**src/rtl/dml_pkg.sv**
```systemverilog
package dml_pkg;

  // Per-channel events produced by one step of the counter.
  typedef struct packed {
    logic half_hit;
    logic major_hit;
  } iter_evt_t;

  localparam int DML_NUM_CH_DEF = 4;
  localparam int DML_CNT_W_DEF  = 15;

endpackage

```
**src/rtl/dml_iter_cnt.sv**
```systemverilog
module dml_iter_cnt
  import dml_pkg::*;
#(
  parameter int CNT_W = DML_CNT_W_DEF
) (
  input  logic             clk,
  input  logic             rst_n,
  input  logic             load,
  input  logic [CNT_W-1:0] load_val,
  input  logic             load_hen,
  input  logic             load_den,
  input  logic             step,
  output logic [CNT_W-1:0] citer,
  output iter_evt_t        evt
);

  localparam logic [CNT_W-1:0] ONE = CNT_W'(1);
  localparam logic [CNT_W-1:0] TWO = CNT_W'(2);

  // Arithmetic kept in functions so the rules are readable in one place.
  function automatic logic [CNT_W-1:0] eff_count(input logic [CNT_W-1:0] b);
    return (b == '0) ? ONE : b;
  endfunction

  function automatic logic [CNT_W-1:0] midpoint(input logic [CNT_W-1:0] e);
    return e >> 1;
  endfunction

  function automatic logic midpoint_allowed(input logic [CNT_W-1:0] e);
    return e >= TWO;
  endfunction

  logic [CNT_W-1:0] biter_q;
  logic [CNT_W-1:0] citer_q;
  logic             hen_q;
  logic             den_q;

  logic [CNT_W-1:0] eff;
  logic [CNT_W-1:0] nxt;
  logic             step_take;
  logic             wrap_evt;
  logic             mid_evt;

  assign eff       = eff_count(biter_q);
  assign nxt       = citer_q - ONE;
  assign step_take = step && !load;
  assign wrap_evt  = step_take && (nxt == '0);
  assign mid_evt   = step_take && midpoint_allowed(eff) && (nxt == midpoint(eff));

  assign evt.major_hit = wrap_evt && den_q;
  assign evt.half_hit  = mid_evt && hen_q;
  assign citer         = citer_q;

  always_ff @(posedge clk or negedge rst_n) begin
    if (!rst_n) begin
      biter_q <= '0;
      citer_q <= ONE;
      hen_q   <= 1'b0;
      den_q   <= 1'b0;
    end else if (load) begin
      biter_q <= load_val;
      citer_q <= eff_count(load_val);
      hen_q   <= load_hen;
      den_q   <= load_den;
    end else if (step) begin
      citer_q <= wrap_evt ? eff : nxt;
    end
  end

  p_citer_nonzero_r4: assert property (@(posedge clk) disable iff (!rst_n)
    citer_q != '0);

  p_step_down_r3: assert property (@(posedge clk) disable iff (!rst_n)
    (step_take && !wrap_evt) |=> (citer_q == $past(citer_q) - ONE));

  p_reload_r4: assert property (@(posedge clk) disable iff (!rst_n)
    wrap_evt |=> (citer_q == $past(eff)));

  p_load_r2: assert property (@(posedge clk) disable iff (!rst_n)
    load |=> (biter_q == $past(load_val) && citer_q != '0));

  p_half_floor_r7: assert property (@(posedge clk) disable iff (!rst_n)
    evt.half_hit |-> (biter_q >= TWO));

  p_half_not_wrap_r6: assert property (@(posedge clk) disable iff (!rst_n)
    !(mid_evt && wrap_evt));

endmodule

```
**src/rtl/dml_w1c_flag.sv**
```systemverilog
module dml_w1c_flag (
  input  logic clk,
  input  logic rst_n,
  input  logic set,
  input  logic clr,
  output logic q
);

  logic q_r;

  always_ff @(posedge clk or negedge rst_n) begin
    if (!rst_n)   q_r <= 1'b0;
    else if (set) q_r <= 1'b1;
    else if (clr) q_r <= 1'b0;
  end

  assign q = q_r;

  p_set_wins_r8: assert property (@(posedge clk) disable iff (!rst_n)
    set |=> q_r);

  p_sticky_r8: assert property (@(posedge clk) disable iff (!rst_n)
    (q_r && !clr) |=> q_r);

  p_clear_r8: assert property (@(posedge clk) disable iff (!rst_n)
    (clr && !set) |=> !q_r);

  p_no_spurious_r8: assert property (@(posedge clk) disable iff (!rst_n)
    (!q_r && !set) |=> !q_r);

endmodule

```
**src/rtl/dml_start_bit.sv**
```systemverilog
module dml_start_bit (
  input  logic clk,
  input  logic rst_n,
  input  logic sw_set,
  input  logic begin_exec,
  output logic req
);

  logic req_r;

  always_ff @(posedge clk or negedge rst_n) begin
    if (!rst_n)          req_r <= 1'b0;
    else if (sw_set)     req_r <= 1'b1;
    else if (begin_exec) req_r <= 1'b0;
  end

  assign req = req_r;

  p_start_req_r9: assert property (@(posedge clk) disable iff (!rst_n)
    sw_set |=> req_r);

  p_hw_clear_r9: assert property (@(posedge clk) disable iff (!rst_n)
    (begin_exec && !sw_set) |=> !req_r);

  p_req_hold_r9: assert property (@(posedge clk) disable iff (!rst_n)
    (!begin_exec && !sw_set) |=> (req_r == $past(req_r)));

endmodule

```
**src/rtl/dml_major_loop.sv**
```systemverilog
module dml_major_loop
  import dml_pkg::*;
#(
  parameter int NUM_CH = DML_NUM_CH_DEF,
  parameter int CNT_W  = DML_CNT_W_DEF,
  localparam int CH_W  = (NUM_CH > 1) ? $clog2(NUM_CH) : 1
) (
  input  logic                    clk,
  input  logic                    rst_n,
  input  logic                    cfg_we,
  input  logic [CH_W-1:0]         cfg_ch,
  input  logic [CNT_W-1:0]        cfg_iter,
  input  logic                    cfg_half_en,
  input  logic                    cfg_done_en,
  input  logic                    sw_start_we,
  input  logic [CH_W-1:0]         sw_start_ch,
  input  logic [NUM_CH-1:0]       minor_done,
  input  logic [NUM_CH-1:0]       ch_active,
  input  logic [NUM_CH-1:0]       half_clr,
  input  logic [NUM_CH-1:0]       done_clr,
  output logic [NUM_CH*CNT_W-1:0] citer_o,
  output logic [NUM_CH-1:0]       svc_req,
  output logic [NUM_CH-1:0]       half_irq,
  output logic [NUM_CH-1:0]       done_irq
);

  logic [NUM_CH-1:0] load_vec;
  logic [NUM_CH-1:0] start_vec;
  iter_evt_t         evt_vec [NUM_CH];

  for (genvar g = 0; g < NUM_CH; g++) begin : g_ch
    assign load_vec[g]  = cfg_we && (cfg_ch == CH_W'(g));
    assign start_vec[g] = sw_start_we && (sw_start_ch == CH_W'(g));

    dml_iter_cnt #(.CNT_W(CNT_W)) u_cnt (
      .clk      (clk),
      .rst_n    (rst_n),
      .load     (load_vec[g]),
      .load_val (cfg_iter),
      .load_hen (cfg_half_en),
      .load_den (cfg_done_en),
      .step     (minor_done[g]),
      .citer    (citer_o[g*CNT_W +: CNT_W]),
      .evt      (evt_vec[g])
    );

    dml_w1c_flag u_half (
      .clk   (clk),
      .rst_n (rst_n),
      .set   (evt_vec[g].half_hit),
      .clr   (half_clr[g]),
      .q     (half_irq[g])
    );

    dml_w1c_flag u_done (
      .clk   (clk),
      .rst_n (rst_n),
      .set   (evt_vec[g].major_hit),
      .clr   (done_clr[g]),
      .q     (done_irq[g])
    );

    dml_start_bit u_start (
      .clk        (clk),
      .rst_n      (rst_n),
      .sw_set     (start_vec[g]),
      .begin_exec (ch_active[g]),
      .req        (svc_req[g])
    );

    p_idle_count_r10: assert property (@(posedge clk) disable iff (!rst_n)
      (!load_vec[g] && !minor_done[g]) |=>
        $stable(citer_o[g*CNT_W +: CNT_W]));
  end

endmodule

```
**config.mk**
```make
export PLATFORM = sky130hd
export DESIGN_NAME = dml_major_loop
export DESIGN_NICKNAME = d
export VERILOG_FILES = /design/src/rtl/dml_pkg.sv /design/src/rtl/dml_iter_cnt.sv /design/src/rtl/dml_w1c_flag.sv /design/src/rtl/dml_start_bit.sv /design/src/rtl/dml_major_loop.sv
export SDC_FILE = /design/constraint.sdc
export NUM_CORES = 1
export LEC_CHECK = 0
export BUFFER_PORTS_ARGS = -buffer_cell sky130_fd_sc_hd__buf_2
export CORE_ASPECT_RATIO = 0.6
export CORE_MARGIN = 2
export CORE_UTILIZATION = 54
export DETAILED_ROUTE_END_ITERATION = 16
export GPL_TIMING_DRIVEN = 0
export PLACE_DENSITY = 0.82
export SYNTH_ARGS = -nofsm -noshare
export SYNTH_HDL_FRONTEND = slang
export SYNTH_SLANG_ARGS = --single-unit
export TNS_END_PERCENT = 5
```
**constraint.sdc**
```tcl
create_clock -name clk -period 3 [get_ports clk]
set_input_delay 0.6 -clock clk [delete_from_list [all_inputs] [get_ports clk]]
set_output_delay 0.6 -clock clk [all_outputs]
set_load 0.03 [all_outputs]
```
## Word level (Yosys, flattened, before mapping)

Index checks and enable logic that the tools add are counted.

| storage, ports and cells | value |
|---|---|
| register bits | 140 |
| input bits | 41 |
| output and inout port bits | 72 |
| logic and storage cells | 150 |

| operators by class | value |
|---|---|
| add/sub/neg operators | 4 |
| order comparisons | 4 |
| eq/ne operators | 10 |
| muxes and demuxes | 41 |
| reduce and logical (&&, ||, !) cells | 63 |

Operators with widths:

| cell | number |
|---|---|
| 2-to-1 mux 15 bit | 17 |
| logical NOT 15 bit | 9 |
| == test 15 x 14 -> 1 bit | 4 |
| >= comparator 15 x 2 -> 1 bit (second input constant) | 4 |
| subtractor 15 x 1 -> 15 bit (second input constant) | 4 |
| logical AND 1 bit | 32 |
| nonzero test 2 bit | 16 |
| 2-to-1 mux 1 bit | 24 |
| == test 2 bit (second input constant) | 4 |
| == test 2 x 1 -> 1 bit (second input constant) | 2 |
| logical NOT 1 bit | 4 |
| logical NOT 2 bit | 2 |

## Depth between registers and ports, before layout

Gate-level depths: netlist (run 1).

| logic depth | value |
|---|---|
| word-level depth | 8 |
| mapped depth | 12 |
| mapped depth without buffers | 9 |

## Cells and area by module

From an unflattened synthesis (run 1), not the netlist that was laid out.

| second synthesis, totals | value |
|---|---|
| cell total of the unflattened synthesis | 1062 |
| area total of the unflattened synthesis | 9565.4 um^2 |

By module, submodules not included:

| module | times used | cells an instance | area each (um^2) | sequential area each (um^2) |
|---|---|---|---|---|
| dml_iter_cnt at g_ch[0].u_cnt ... | 3 | 267 | 2326.0 | 802.0 |
| dml_iter_cnt at g_ch[3].u_cnt | 1 | 217 | 2077.0 | 802.0 |
| dml_w1c_flag | 8 | 3 | 36.3 | 25.0 |
| dml_start_bit | 4 | 3 | 36.3 | 25.0 |
| dml_major_loop | 1 | 8 | 75.1 | 0.0 |

## Least setup slack after synthesis (run 1)

OpenSTA, ideal clock, no wires.

| timing | value |
|---|---|
| path type | register to register |
| start point | reg g_ch[3].u_cnt.citer_q[0] |
| end point | reg g_ch[3].u_cnt.citer_q[10] |
| setup time | 0.087 ns |
| arrival | 2.993 ns |
| data required time | 2.913 ns |
| slack | -0.079 ns |
| cell stages (with the launch flop) | 12 |
| path buffers | 3 |
| clock period less this slack | 3.079 ns |
| cells stage by stage | dfstp_2 -> clkbuf_1 -> inv_1 -> ha_1 -> clkbuf_1 -> or3b_2 -> or2_2 -> xnor2_1 -> nor4_2 -> buf_2 -> nand3_1 -> o211ai_1 |

| on the way | value |
|---|---|
| cells in the longest elaborated chain, start to end | 6 |

RTL lines:

| item | line | source |
|---|---|---|
| from (decl) | dml_iter_cnt.sv:34 | `logic [CNT_W-1:0] citer_q;` |
| from (signal assigned) | dml_iter_cnt.sv:62 | `citer_q <= eff_count(load_val);` |
| from (signal assigned) | dml_iter_cnt.sv:66 | `citer_q <= wrap_evt ? eff : nxt;` |
| subtractor 15 x 1 -> 15 bit * | dml_iter_cnt.sv:45 | `assign nxt = citer_q - ONE;` |
| logical NOT 15 bit | dml_iter_cnt.sv:47 | `assign wrap_evt = step_take && (nxt == '0);` |
| logical AND 1 bit | dml_iter_cnt.sv:47 |  |
| 2-to-1 mux 15 bit * | dml_iter_cnt.sv:66 |  |
| 2-to-1 mux 15 bit * | dml_iter_cnt.sv:65 | `end else if (step) begin` |
| 2-to-1 mux 15 bit * | dml_iter_cnt.sv:60 | `end else if (load) begin` |

Every way passes the cells marked *; elsewhere a longest branch is shown, timed or not. The select of a mux whose other input is x is not followed.
A chain may end at the register's enable or synchronous reset.

## Final worst setup path (run 1)

| timing | value |
|---|---|
| start point | reg g_ch[2].u_cnt.citer_q[8] |
| end point | reg g_ch[2].u_cnt.citer_q[1] |

| on the way | value |
|---|---|
| cells in the longest elaborated chain, start to end | 6 |

RTL lines:

| item | line |
|---|---|
| from (decl) | dml_iter_cnt.sv:34 |
| from (signal assigned) | dml_iter_cnt.sv:62 |
| from (signal assigned) | dml_iter_cnt.sv:66 |
| subtractor 15 x 1 -> 15 bit | dml_iter_cnt.sv:45 |
| logical NOT 15 bit | dml_iter_cnt.sv:47 |
| logical AND 1 bit | dml_iter_cnt.sv:47 |
| 2-to-1 mux 15 bit | dml_iter_cnt.sv:66 |
| 2-to-1 mux 15 bit | dml_iter_cnt.sv:65 |
| 2-to-1 mux 15 bit | dml_iter_cnt.sv:60 |

No other way between the ends. The select of a mux whose other input is x is not followed.

==> results of run 1 <==
-- layer usage --
layer,GRT usage,vias up,routed length [µm]
met5,0,-,0
met4,0.08583,0,585
met3,0.09167,64,3587
met2,0.4406,599,11920
met1,0.4907,4344,12600
li1,-,4104,-
-- cell families (layout without fill, tap and decap cells) --
kind of cell / after synthesis / count (layout)
muxes: 8 / 8
adders and majority gates: 8 / 8
DFF: 140 / 140
xor gates and xnor gates: 134 / 134
other: 0 / 1
buffers and inverters: 119 / 269
and+or+nand+nor: 554 / 554
AOI/OAI and AO/OA: 152 / 152
-- where the power goes --
part / internal [µW] / switching (µW)
logic: 1510 / 2680
registers: 2320 / 528
clock network: 1280 / 911
-- stage by stage --
step	hold slack, ns	setup TNS [ns]	utilization	worst slack [ns]	instance area (µm²)
floorplan	0.3044	0	-	0.01412	9165
global placement	0.4598	-116.72	0.6103	-0.7938	10010
detailed placement	0.4632	-30.69	0.6123	-0.8187	10040
CTS	0.1854	-0.4289	0.6567	-0.08511	10770
global route	0.1973	-0.2037	0.6624	-0.05788	10860
finish	0.1463	0	0.6625	0.03169	10860
-- repair_timing --
action / in CTS / in global routing
gates resized for setup: 18 / 21
pin swaps: 4 / 5
hold endpoints to repair: 0 / 0
setup endpoints to repair: 65 / 66
setup buffers: 9 / 3
cloned: 0 / 0
-- worst register-to-register path, stage by stage, from the launching register on --
cell and delay, ns:
dfrtp_1 0.38, buf_2 0.19, or4_4 0.53, buf_6 0.15, nand2b_4 0.16, o31a_1 0.24, or3_4 0.36, nor4_4 0.26
buf_4 0.21, mux2i_1 0.19, o311ai_1 0.14
-- final cells by class --
cell class	instances	area (µm²)	share of cell area
diodes	1	2.502	0.0002304
inverters	27	101.3	0.009330
repair buffers	124	679.4	0.06254
multi-input cells	856	5284	0.4864
plain buffers	86	407.9	0.03755
clock inverters	12	136.4	0.01255
flip-flops and latches	140	3510	0.3231
well taps	228	285.3	0.02626
clock buffers	20	456.7	0.04204
-- how the worst min path moves through the flow --
| stage | slack, ns | endpoint | from |
|---|---|---|---|
| after floorplan | 0.30 | g_ch[0].u_cnt.biter_q[0]$_DFFE_PN0P_ | rst_n |
| after global placement | 0.46 | g_ch[1].u_cnt.den_q$_DFFE_PN0P_ | g_ch[1].u_cnt.den_q$_DFFE_PN0P_ |
| after detailed placement | 0.46 | g_ch[0].u_cnt.den_q$_DFFE_PN0P_ | g_ch[0].u_cnt.den_q$_DFFE_PN0P_ |
| after CTS | 0.19 | g_ch[2].u_cnt.citer[9]$_DFFE_PN0P_ | rst_n |
| after global routing | 0.20 | g_ch[2].u_cnt.citer[9]$_DFFE_PN0P_ | rst_n |
| final | 0.15 | g_ch[2].u_cnt.citer[9]$_DFFE_PN0P_ | rst_n |
-- Yosys cell counts, drive strengths merged, types with 3 or more instances --
master	count
nand2	295
dfrtp	136
clkbuf	74
xnor2	70
nor2	65
xor2	64
o211ai	55
nor4	39
nand3	38
nor3	28
inv	27
o21ai	21
buf	18
a21oi	14
and3	13
nand4	13
a31oi	10
or3	10
nand2b	9
or4	9
ha	8
mux2i	6
nand3b	6
o22ai	6
o31ai	6
nor2b	5
nor3b	5
dfstp	4
nor4b	4
o32ai	4
a2111oi	3
a32oi	3
and2	3
or3b	3
-- flip-flops by register name, indices dropped and copies added (netlist names) --
register            flops
g_ch.u_cnt.den_q        4
g_ch.u_cnt.citer       60
g_ch.u_cnt.hen_q        4
g_ch.u_cnt.biter_q     60
g_ch.u_start.req        4
g_ch.u_half.q           4
g_ch.u_done.q           4
==> impl_metrics.json, run 1 <==
{
  "fin_crit_sh": 0.9894,
  "area_growth_syn_to_layout_pct": 18.64,
  "fin_skew_ns": 0.009473,
  "ios": 113,
  "first_iter_violations": 1229,
  "worstSetupEndpoint": "g_ch[2].u_cnt.citer[1]$_DFFE_PN0P_",
  "cts_root_buf": "clkbuf_16",
  "fp.dieW_um": 172.1,
  "vias": 9111,
  "min_period_ns": 2.968,
  "cts.reportedPaths.clkPinSlew_ns": 0.06,
  "path_cells": "buf_2 -> or4_4 -> buf_6 -> nand2b_4 -> o31a_1 -> or3_4 -> nor4_4 -> buf_4 -> mux2i_1 -> o311ai_1",
  "clock_latency_ns": 0.43,
  "dp_cells": 1455,
  "fin_nets": 1301,
  "relSlewSlack": 0.3813,
  "cts.sinks": 140,
  "outcome": "completed",
  "setup_violations": 0,
  "first_pass_iters": 6,
  "grt_max_degree": 79,
  "wire_per_inst_um": 19.20,
  "cts_hold_buf": 0,
  "critPathKind": "register to register",
  "drc": 0,
  "crit_buf_inv": 3,
  "ant_nets": 0,
  "rrSetupSlack_ns": 0.03,
  "routed_wl_um": 28690,
  "synth_simple_gate_area_frac": 0.2887,
  "r2r_cells": 10,
  "tightestPinTransition_ns": 0.9261,
  "synth-xor-area-share": 0.1282,
  "yosys.cell_types.count": 77,
  "layout.cells.non_filler": 1494,
  "critical_path_depth": 10,
  "layout_commonest_cell": "nand2_1",
  "grt_overflow": 0,
  "ys_ff_latch": 140,
  "vias_per_cell": 6.098,
  "p_leak_uw": 0.004702,
  "final_cell_mix": "nand2_1 (286), dfrtp_1 (135), buf_2 (112), xnor2_1 (70)",
  "synth_area_mm2": 0.009156,
  "cts_max_level": 4,
  "crit_fanout": 9,
  "drive_above_1_share": 0.1842,
  "row_count": 36,
  "hold_viol_final": 0,
  "fin_total_pwr_uw": 9228,
  "synth-adder-area-share": 0.01093,
  "max-cap-violations": 0,
  "ys_warn_count": 0,
  "grt_usage": 0.3211,
  "synthCells": 1115,
  "synth_mux_area_frac": 0.009019,
  "synth_edf_count": 0,
  "reg2reg_from": "g_ch[2].u_cnt.citer[8]$_DFFE_PN0P_",
  "numCtsBuffers": 17,
  "synthFlopType": "dfrtp_1",
  "synth_seq_area_share": 0.3832,
  "n_fill_cell": 1424,
  "place.gp.congestion": 0.9259,
  "synth_compound_area_frac": 0.1235,
  "antenna_found_initial": 0,
  "initial_utilization": 0.5585,
  "avgSynthCellArea_um2": 8.212,
  "worstPathArrival_ns": 3.25,
  "synth_top_family_by_area": "simple AND/OR/NAND/NOR gates",
  "tritoncts": "yes",
  "synth_top_area_frac": 0.3717,
  "place_hpwl_um": 19910,
  "worstPathRequired_ns": 3.28,
  "p_per_area_mw_per_mm2": 849.5,
  "coreArea_mm2": 0.01640,
  "synth_area_leaders": "dfrtp_1 (37%), nand2_1 (12%), xnor2_1 (6.7%)",
  "fmax_ghz": 0.3369,
  "worstSetupStartpoint": "g_ch[2].u_cnt.citer[8]$_DFFE_PN0P_",
  "die_area_mm2": 0.01805,
  "synthArstFlopShare": 1.000,
  "syn_nets": 1164,
  "ir_worst_vdd_uv": 433.3,
  "cpMaxStageDelayCell": "or4_4",
  "rsz0062_at_grt": "yes",
  "end_kind": "register",
  "max_stage_delay_ns": 0.52,
  "grt_pass1_wl_um": 44970,
  "grt_pass1_vias": 8444,
  "cp_top_family": "simple AND/OR/NAND/NOR gates",
  "slew_violations": 0,
  "portBuffers": 111,
  "clockBufferDepth": 2,
  "synth_top_cell_by_area": "dfrtp_1",
  "hp-class": "primary input to async pin",
  "die_h_um": 104.9,
  "r2r_end": "g_ch[2].u_cnt.citer[1]$_DFFE_PN0P_",
  "start_kind": "register"
}
(Power assumes the default switching activity.)
==> inputs of run 2 (changes only) <==
--- a/config.mk
+++ b/config.mk
@@ -5,6 +5,7 @@
 export SDC_FILE = /design/constraint.sdc
 export NUM_CORES = 1
 export LEC_CHECK = 0
+export ABC_AREA = 1
 export BUFFER_PORTS_ARGS = -buffer_cell sky130_fd_sc_hd__buf_2
 export CORE_ASPECT_RATIO = 0.6
 export CORE_MARGIN = 2
@@ -14,5 +15,6 @@
 export PLACE_DENSITY = 0.82
 export SYNTH_ARGS = -nofsm -noshare
 export SYNTH_HDL_FRONTEND = slang
+export SYNTH_HIERARCHICAL = 1
 export SYNTH_SLANG_ARGS = --single-unit
 export TNS_END_PERCENT = 5
==> impl_metrics.json, run 2 <==
{
  "synth_most_common_cell": "nand2_1",
  "wire_per_inst_um": 17.01,
  "worstPathArrival_ns": 3.01,
  "switching_power_uw": 3464,
  "worstSetupStartpoint": "g_ch[2].u_cnt/citer[0]$_DFFE_PN1P_",
  "synth_top_cell_by_area": "dfrtp_1",
  "ios": 113,
  "antenna_found_initial": 0,
  "hold_viol_final": 0,
  "final_cell_mix": "nand2_1 (361), inv_1 (194), nor2_1 (167), dfrtp_1 (136), nand3_1 (131)",
  "start_kind": "register",
  "cts.sinks": 140,
  "ant_nets": 0,
  "clock_latency_ns": 0.42,
  "fin_nets": 1655,
  "comb_power_share": 0.377,
  "fin_skew_ns": 0.01136,
  "max-cap-violations": 0,
  "initial_utilization": 0.5492,
  "row_count": 38,
  "synthFlopType": "dfrtp_1",
  "tightestPinTransition_ns": 0.6660,
  "synthCells": 1474,
  "ctsResizeCount": 0,
  "p_int_uw": 4315,
  "grt_overflow": 0,
  "synth_seq_area_share": 0.3555,
  "r2r_cells": 13,
  "p_clk_frac": 0.266,
  "area_growth_syn_to_layout_pct": 14.81,
  "crit_fanout": 10,
  "slew_violations": 0,
  "portBuffers": 112,
  "met1_usage": 0.5129,
  "first_pass_iters": 8,
  "clockBufferDepth": 2,
  "fin_crit_sh": 0.9009,
  "synth_area_leaders": "dfrtp_1 (34%), nand2_1 (14%), inv_1 (7.4%)",
  "ys_ff_latch": 140,
  "min_period_ns": 2.703,
  "seq_power_share": 0.357,
  "grt_max_degree": 74,
  "synth_area_mm2": 0.009869,
  "vias": 10640,
  "cts_hold_buf": 0,
  "whs_ns": 0.1584,
  "grt_pass1_wl_um": 50900,
  "place_hpwl_um": 23810,
  "rsz0062_at_grt": "no",
  "worstPathRequired_ns": 3.30,
  "cts_max_level": 4,
  "ir_worst_vdd_uv": 376.5,
  "coreArea_mm2": 0.01797,
  "fmax_ghz": 0.3700,
  "numCtsBuffers": 17,
  "drc": 0,
  "synth_top_area_frac": 0.3448,
  "die_area_mm2": 0.01941,
  "n_antenna_cell": 0,
  "cts_root_buf": "clkbuf_16",
  "ys_warn_count": 6,
  "first_iter_violations": 1229,
  "cts.reportedPaths.clkPinSlew_ns": 0.06,
  "use_met2": 0.4983,
  "synthTopCellsByCount": "nand2_1 (361), inv_1 (194), nor2_1 (167)",
  "avgSynthCellArea_um2": 6.696,
  "relSlewSlack": 0.5560,
  "worstSetupEndpoint": "g_ch[2].u_cnt/citer[5]$_DFFE_PN0P_",
  "layout_commonest_cell": "nand2_1",
  "setup_violations": 0,
  "reg2reg_from": "g_ch[2].u_cnt/citer[0]$_DFFE_PN1P_",
  "place.gp.congestion": 0.9600,
  "outcome": "completed",
  "gr-usage-met3": 0.06276,
  "tritoncts": "yes",
  "fp.dieW_um": 178.5,
  "routed_wl_um": 31630,
  "grt_usage": 0.3373,
  "r2r_end": "g_ch[2].u_cnt/citer[5]$_DFFE_PN0P_",
  "yosys.cell_types.count": 38,
  "vias_per_cell": 5.726,
  "syn_nets": 1523,
  "synth_edf_count": 0,
  "hp-class": "primary input to async pin",
  "p_leak_uw": 0.005449,
  "rrSetupSlack_ns": 0.30,
  "end_kind": "register",
  "post_cts_buffers": 0,
  "grt-busiest-layer": "met1",
  "critPathKind": "register to register",
  "synthArstFlopShare": 1.000,
  "p_sw_frac": 0.4453,
  "die_h_um": 108.7,
  "final_core_util": 0.6305,
  "grt_pass1_vias": 9636,
  "p_per_area_mw_per_mm2": 686.6,
  "drive_above_1_share": 0.1631
}
## run 2: changes by cell type after synthesis, moves of 17 or more
cell      previous run  this run
nor2_4               0        17
clkbuf_1            74        28
inv_1               27       194
nand2_1            286       361
a21oi_1             14       112
nand3_1             38       131
xnor2_1             70         7
nor2_2               0        17
xor2_1              64         7
o21ai_0             15        70
o211ai_1            46         2
nand2_2              9        28
nor2_1              65       167
nor4_1              34        15
## run 2: kinds of logic (layout without fill, tap and decap cells)
logic type | after synthesis | count (layout) | synth area share
adder cells (fa/ha/maj) | 8 | 8 | 0.01014
AND/OR/NAND/NOR | 819 | 819 | 0.3817
buffers and inverters | 249 | 394 | 0.1023
XOR/XNOR | 16 | 16 | 0.01572
AO/OA/AOI/OAI | 242 | 242 | 0.1346
flip-flops | 140 | 140 | 0.3555
## run 2: per-layer routing
metal	vias to the layer above	wire length, µm
met5	-	0
met4	0	357
met3	38	3579
met2	595	13210
met1	4960	14480
li1	5051	-
## run 2: power groups by stage
stage	logic (µW)	registers [µW]	clock network, µW
after detailed placement	2880	2790	0
after global routing	3240	2830	2180
after global placement	2830	2780	0
final	2940	2780	2070
after floorplan	1660	3090	0
after CTS	2890	2760	2090
## run 2: per-stage QoR
stage / total power, µW / area (µm²) / TNS (ns) / cells / setup WS [ns]
3_5_place_dp: 5667 / 10760 / 0 / 1827 / 0.4060
2_1_floorplan: 4750 / 9869 / 0 / 1474 / 0.6353
5_1_grt: 8249 / 11330 / 0 / 1859 / 0.1258
3_3_place_gp: 5602 / 10730 / -88.26 / 1826 / -0.6636
6_report: 7780 / 11330 / 0 / 1859 / 0.2974
4_1_cts: 7737 / 11330 / 0 / 1859 / 0.3911
## run 2: worst min-delay path by stage
stage	start	to	slack [ns]	depth (start not counted)
after floorplan	rst_n	g_ch[0].u_cnt/biter_q[0]$_DFFE_PN0P_	0.30	0
after global placement	g_ch[1].u_half/q$_DFFE_PN0P_	g_ch[1].u_half/q$_DFFE_PN0P_	0.45	2
after detailed placement	g_ch[1].u_done/q$_DFFE_PN0P_	g_ch[1].u_done/q$_DFFE_PN0P_	0.45	2
after CTS	rst_n	g_ch[2].u_cnt/citer[4]$_DFFE_PN0P_	0.19	1
after global routing	rst_n	g_ch[2].u_cnt/citer[4]$_DFFE_PN0P_	0.22	1
final	rst_n	g_ch[2].u_cnt/citer[5]$_DFFE_PN0P_	0.16	1
## run 2: area by class of cell
cell class | count | area [µm²]
Fill cell | 1721 | 6641
Multi-Input combinational cell | 1085 | 5351
Sequential cell | 140 | 3508
Inverter | 205 | 769.5
Timing Repair Buffer | 113 | 594.3
Clock buffer | 18 | 429.2
Tap cell | 240 | 300.3
Buffer | 44 | 240.2
Clock inverter | 14 | 137.6
## run 2: critical path, stage by stage (launching register included)
cell and delay (ns):
dfstp_2 0.63, inv_1 0.15, ha_1 0.32, xnor2_1 0.37
nand2_1 0.10, nor2_1 0.11, nand2_1 0.08, nor2_1 0.10
nand2_1 0.10, nor2_4 0.13, buf_4 0.20, nand3_1 0.11
nand3_1 0.12, a21oi_1 0.07
==> inputs of run 3 (changes only) <==
--- a/config.mk
+++ b/config.mk
@@ -9,10 +9,10 @@
 export BUFFER_PORTS_ARGS = -buffer_cell sky130_fd_sc_hd__buf_2
 export CORE_ASPECT_RATIO = 0.6
 export CORE_MARGIN = 2
-export CORE_UTILIZATION = 54
+export CORE_UTILIZATION = 50
 export DETAILED_ROUTE_END_ITERATION = 16
 export GPL_TIMING_DRIVEN = 0
-export PLACE_DENSITY = 0.82
+export PLACE_DENSITY = 0.77
 export SYNTH_ARGS = -nofsm -noshare
 export SYNTH_HDL_FRONTEND = slang
 export SYNTH_HIERARCHICAL = 1
==> impl_metrics.json, run 3 (same netlist as run 2, synthesis figures left out) <==
{
  "max_stage_delay_ns": 0.62,
  "portBuffers": 112,
  "numCtsBuffers": 17,
  "hp-class": "primary input to async pin",
  "fp.dieW_um": 185.4,
  "grt_pass1_vias": 9819,
  "layout_commonest_cell": "nand2_1",
  "hold_viol_final": 0,
  "grt_max_degree": 96,
  "cts_max_level": 4,
  "p_leak_uw": 0.005469,
  "seq_area_mm2": 0.003508,
  "critical_path_depth": 14,
  "die_h_um": 112.8,
  "r2r_end": "g_ch[3].u_cnt/citer[14]$_DFFE_PN0P_",
  "crit_fanout": 10,
  "grt_overflow": 0,
  "start_kind": "register",
  "fin_crit_sh": 0.9129,
  "max-cap-violations": 0,
  "fmax_ghz": 0.3652,
  "ir_worst_vdd_uv": 398.0,
  "outcome": "completed",
  "setup_violations": 0,
  "worstSetupStartpoint": "g_ch[3].u_cnt/citer[0]$_DFFE_PN1P_",
  "pre_cts_slack_ns": 0.3703,
  "fin_skew_ns": 0.01361,
  "place_hpwl_um": 23830,
  "worstPathRequired_ns": 3.35,
  "drc": 0,
  "grt_usage": 0.3133,
  "path_cells": "inv_1 -> ha_1 -> xnor2_2 -> nand2_1 -> nor2_1 -> nand2_1 -> nor2_2 -> nand2_2 -> nor2_4 -> nand2_4 -> buf_6 -> a21oi_1 -> o21ai_1 -> nand2_1",
  "rsz0062_at_grt": "no",
  "fin_total_pwr_uw": 7974,
  "slew_violations": 0,
  "cts_root_buf": "clkbuf_16",
  "multiInputGateArea_mm2": 0.005351,
  "ctsResizeCount": 0,
  "clockBufferDepth": 2,
  "cts.sinks": 140,
  "worstSetupEndpoint": "g_ch[3].u_cnt/citer[14]$_DFFE_PN0P_",
  "r2r_cells": 14,
  "crit_top_cell": "nand2_1",
  "routed_wl_um": 32060,
  "drive_above_1_share": 0.1618,
  "vias": 10690,
  "relSlewSlack": 0.6027,
  "cpMaxStageDelayCell": "dfstp_2",
  "fin_nets": 1655,
  "worst_slack_ns": 0.2614,
  "cts.reportedPaths.clkPinSlew_ns": 0.07,
  "critPathKind": "register to register",
  "final_cell_mix": "nand2_1 (361), inv_1 (194), nor2_1 (167), dfrtp_1 (136), nand3_1 (131)",
  "min_period_ns": 2.739,
  "clock_latency_ns": 0.42,
  "p_per_area_mw_per_mm2": 698.2,
  "antenna_found_initial": 0,
  "wire_per_inst_um": 17.00,
  "first_iter_violations": 1334,
  "place.gp.congestion": 0.9615,
  "final_core_util": 0.5955,
  "crit_buf_inv": 2,
  "tritoncts": "yes",
  "first_pass_iters": 6,
  "vias_per_cell": 5.667,
  "cp_top_family": "simple AND/OR/NAND/NOR gates",
  "row_count": 39,
  "rrSetupSlack_ns": 0.26,
  "reg2reg_from": "g_ch[3].u_cnt/citer[0]$_DFFE_PN1P_",
  "post_cts_buffers": 0,
  "n_fill_cell": 1865,
  "coreArea_mm2": 0.01918,
  "ant_nets": 0,
  "end_kind": "register",
  "area_growth_syn_to_layout_pct": 15.71,
  "worstPathArrival_ns": 3.09,
  "die_area_mm2": 0.02092,
  "ios": 113,
  "cts_hold_buf": 0,
  "initial_utilization": 0.5146,
  "tightestPinTransition_ns": 0.5959,
  "grt_pass1_wl_um": 51580
}
run 3: changes by cell type in the layout (fill, tap and decap cells not counted):
cell        before  now
clkinv_2         1    2
clkbuf_8         0    1
diode_2          0    1
clkinvlp_4       2    3
clkinv_4         4    2
clkbuf_1        29   31
inv_6            6    0
bufinv_16        1    4
run 3: area by class of cell:
| type | count | area share |
|---|---|---|
| Inverter | 205 | 0.06738 |
| Clock inverter | 11 | 0.01490 |
| Buffer | 44 | 0.02104 |
| Multi-Input combinational cell | 1085 | 0.4686 |
| Sequential cell | 140 | 0.3072 |
| Timing Repair Buffer | 113 | 0.05204 |
| Clock buffer | 21 | 0.03944 |
| Antenna cell | 1 | 0.0002191 |
| Tap cell | 266 | 0.02914 |
run 3: routing by layer:
layer	up-vias	GRT usage	routed length [µm]
met5	-	0.02118	56
met3	46	0.06727	3571
li1	5050	-	-
met1	5021	0.4784	14620
met2	569	0.4473	13360
met4	2	0.07460	457
run 3: worst register-to-register path, stage by stage (launching register included):
cell	delay (ns)
dfstp_2	0.62
inv_1	0.16
ha_1	0.35
xnor2_2	0.27
nand2_1	0.10
nor2_1	0.14
nand2_1	0.13
nor2_2	0.14
nand2_2	0.07
nor2_4	0.15
nand2_4	0.09
buf_6	0.16
a21oi_1	0.13
o21ai_1	0.11
nand2_1	0.07
run 3: how the worst min path moves through the flow:
stage	cells past startpoint	startpoint	slack (ns)	end
after floorplan	0	rst_n	0.30	g_ch[0].u_cnt/biter_q[0]$_DFFE_PN0P_
after global placement	2	g_ch[1].u_half/q$_DFFE_PN0P_	0.45	g_ch[1].u_half/q$_DFFE_PN0P_
after detailed placement	2	g_ch[3].u_half/q$_DFFE_PN0P_	0.45	g_ch[3].u_half/q$_DFFE_PN0P_
after CTS	1	rst_n	0.12	g_ch[2].u_cnt/citer[4]$_DFFE_PN0P_
after global routing	1	rst_n	0.14	g_ch[2].u_cnt/citer[4]$_DFFE_PN0P_
final	1	rst_n	0.11	g_ch[2].u_cnt/citer[4]$_DFFE_PN0P_
run 3: stage by stage:
stage	TNS, ns	std cells	hold slack (ns)	instance area (µm²)
global placement	-95.08	1852	0.4520	10760
global route	0	1885	0.1404	11420
floorplan	0	1474	0.3044	9869
detailed placement	0	1853	0.4538	10800
finish	0	1886	0.1072	11420
CTS	0	1885	0.1169	11420
run 3: where the power goes:
part | internal [µW] | switching [µW] | leakage (µW)
registers | 2260 | 513 | 0.00166
logic | 897 | 2040 | 0.00352
clock network | 1410 | 852 | 0.000293
total | 4570 | 3400 | 0.00547
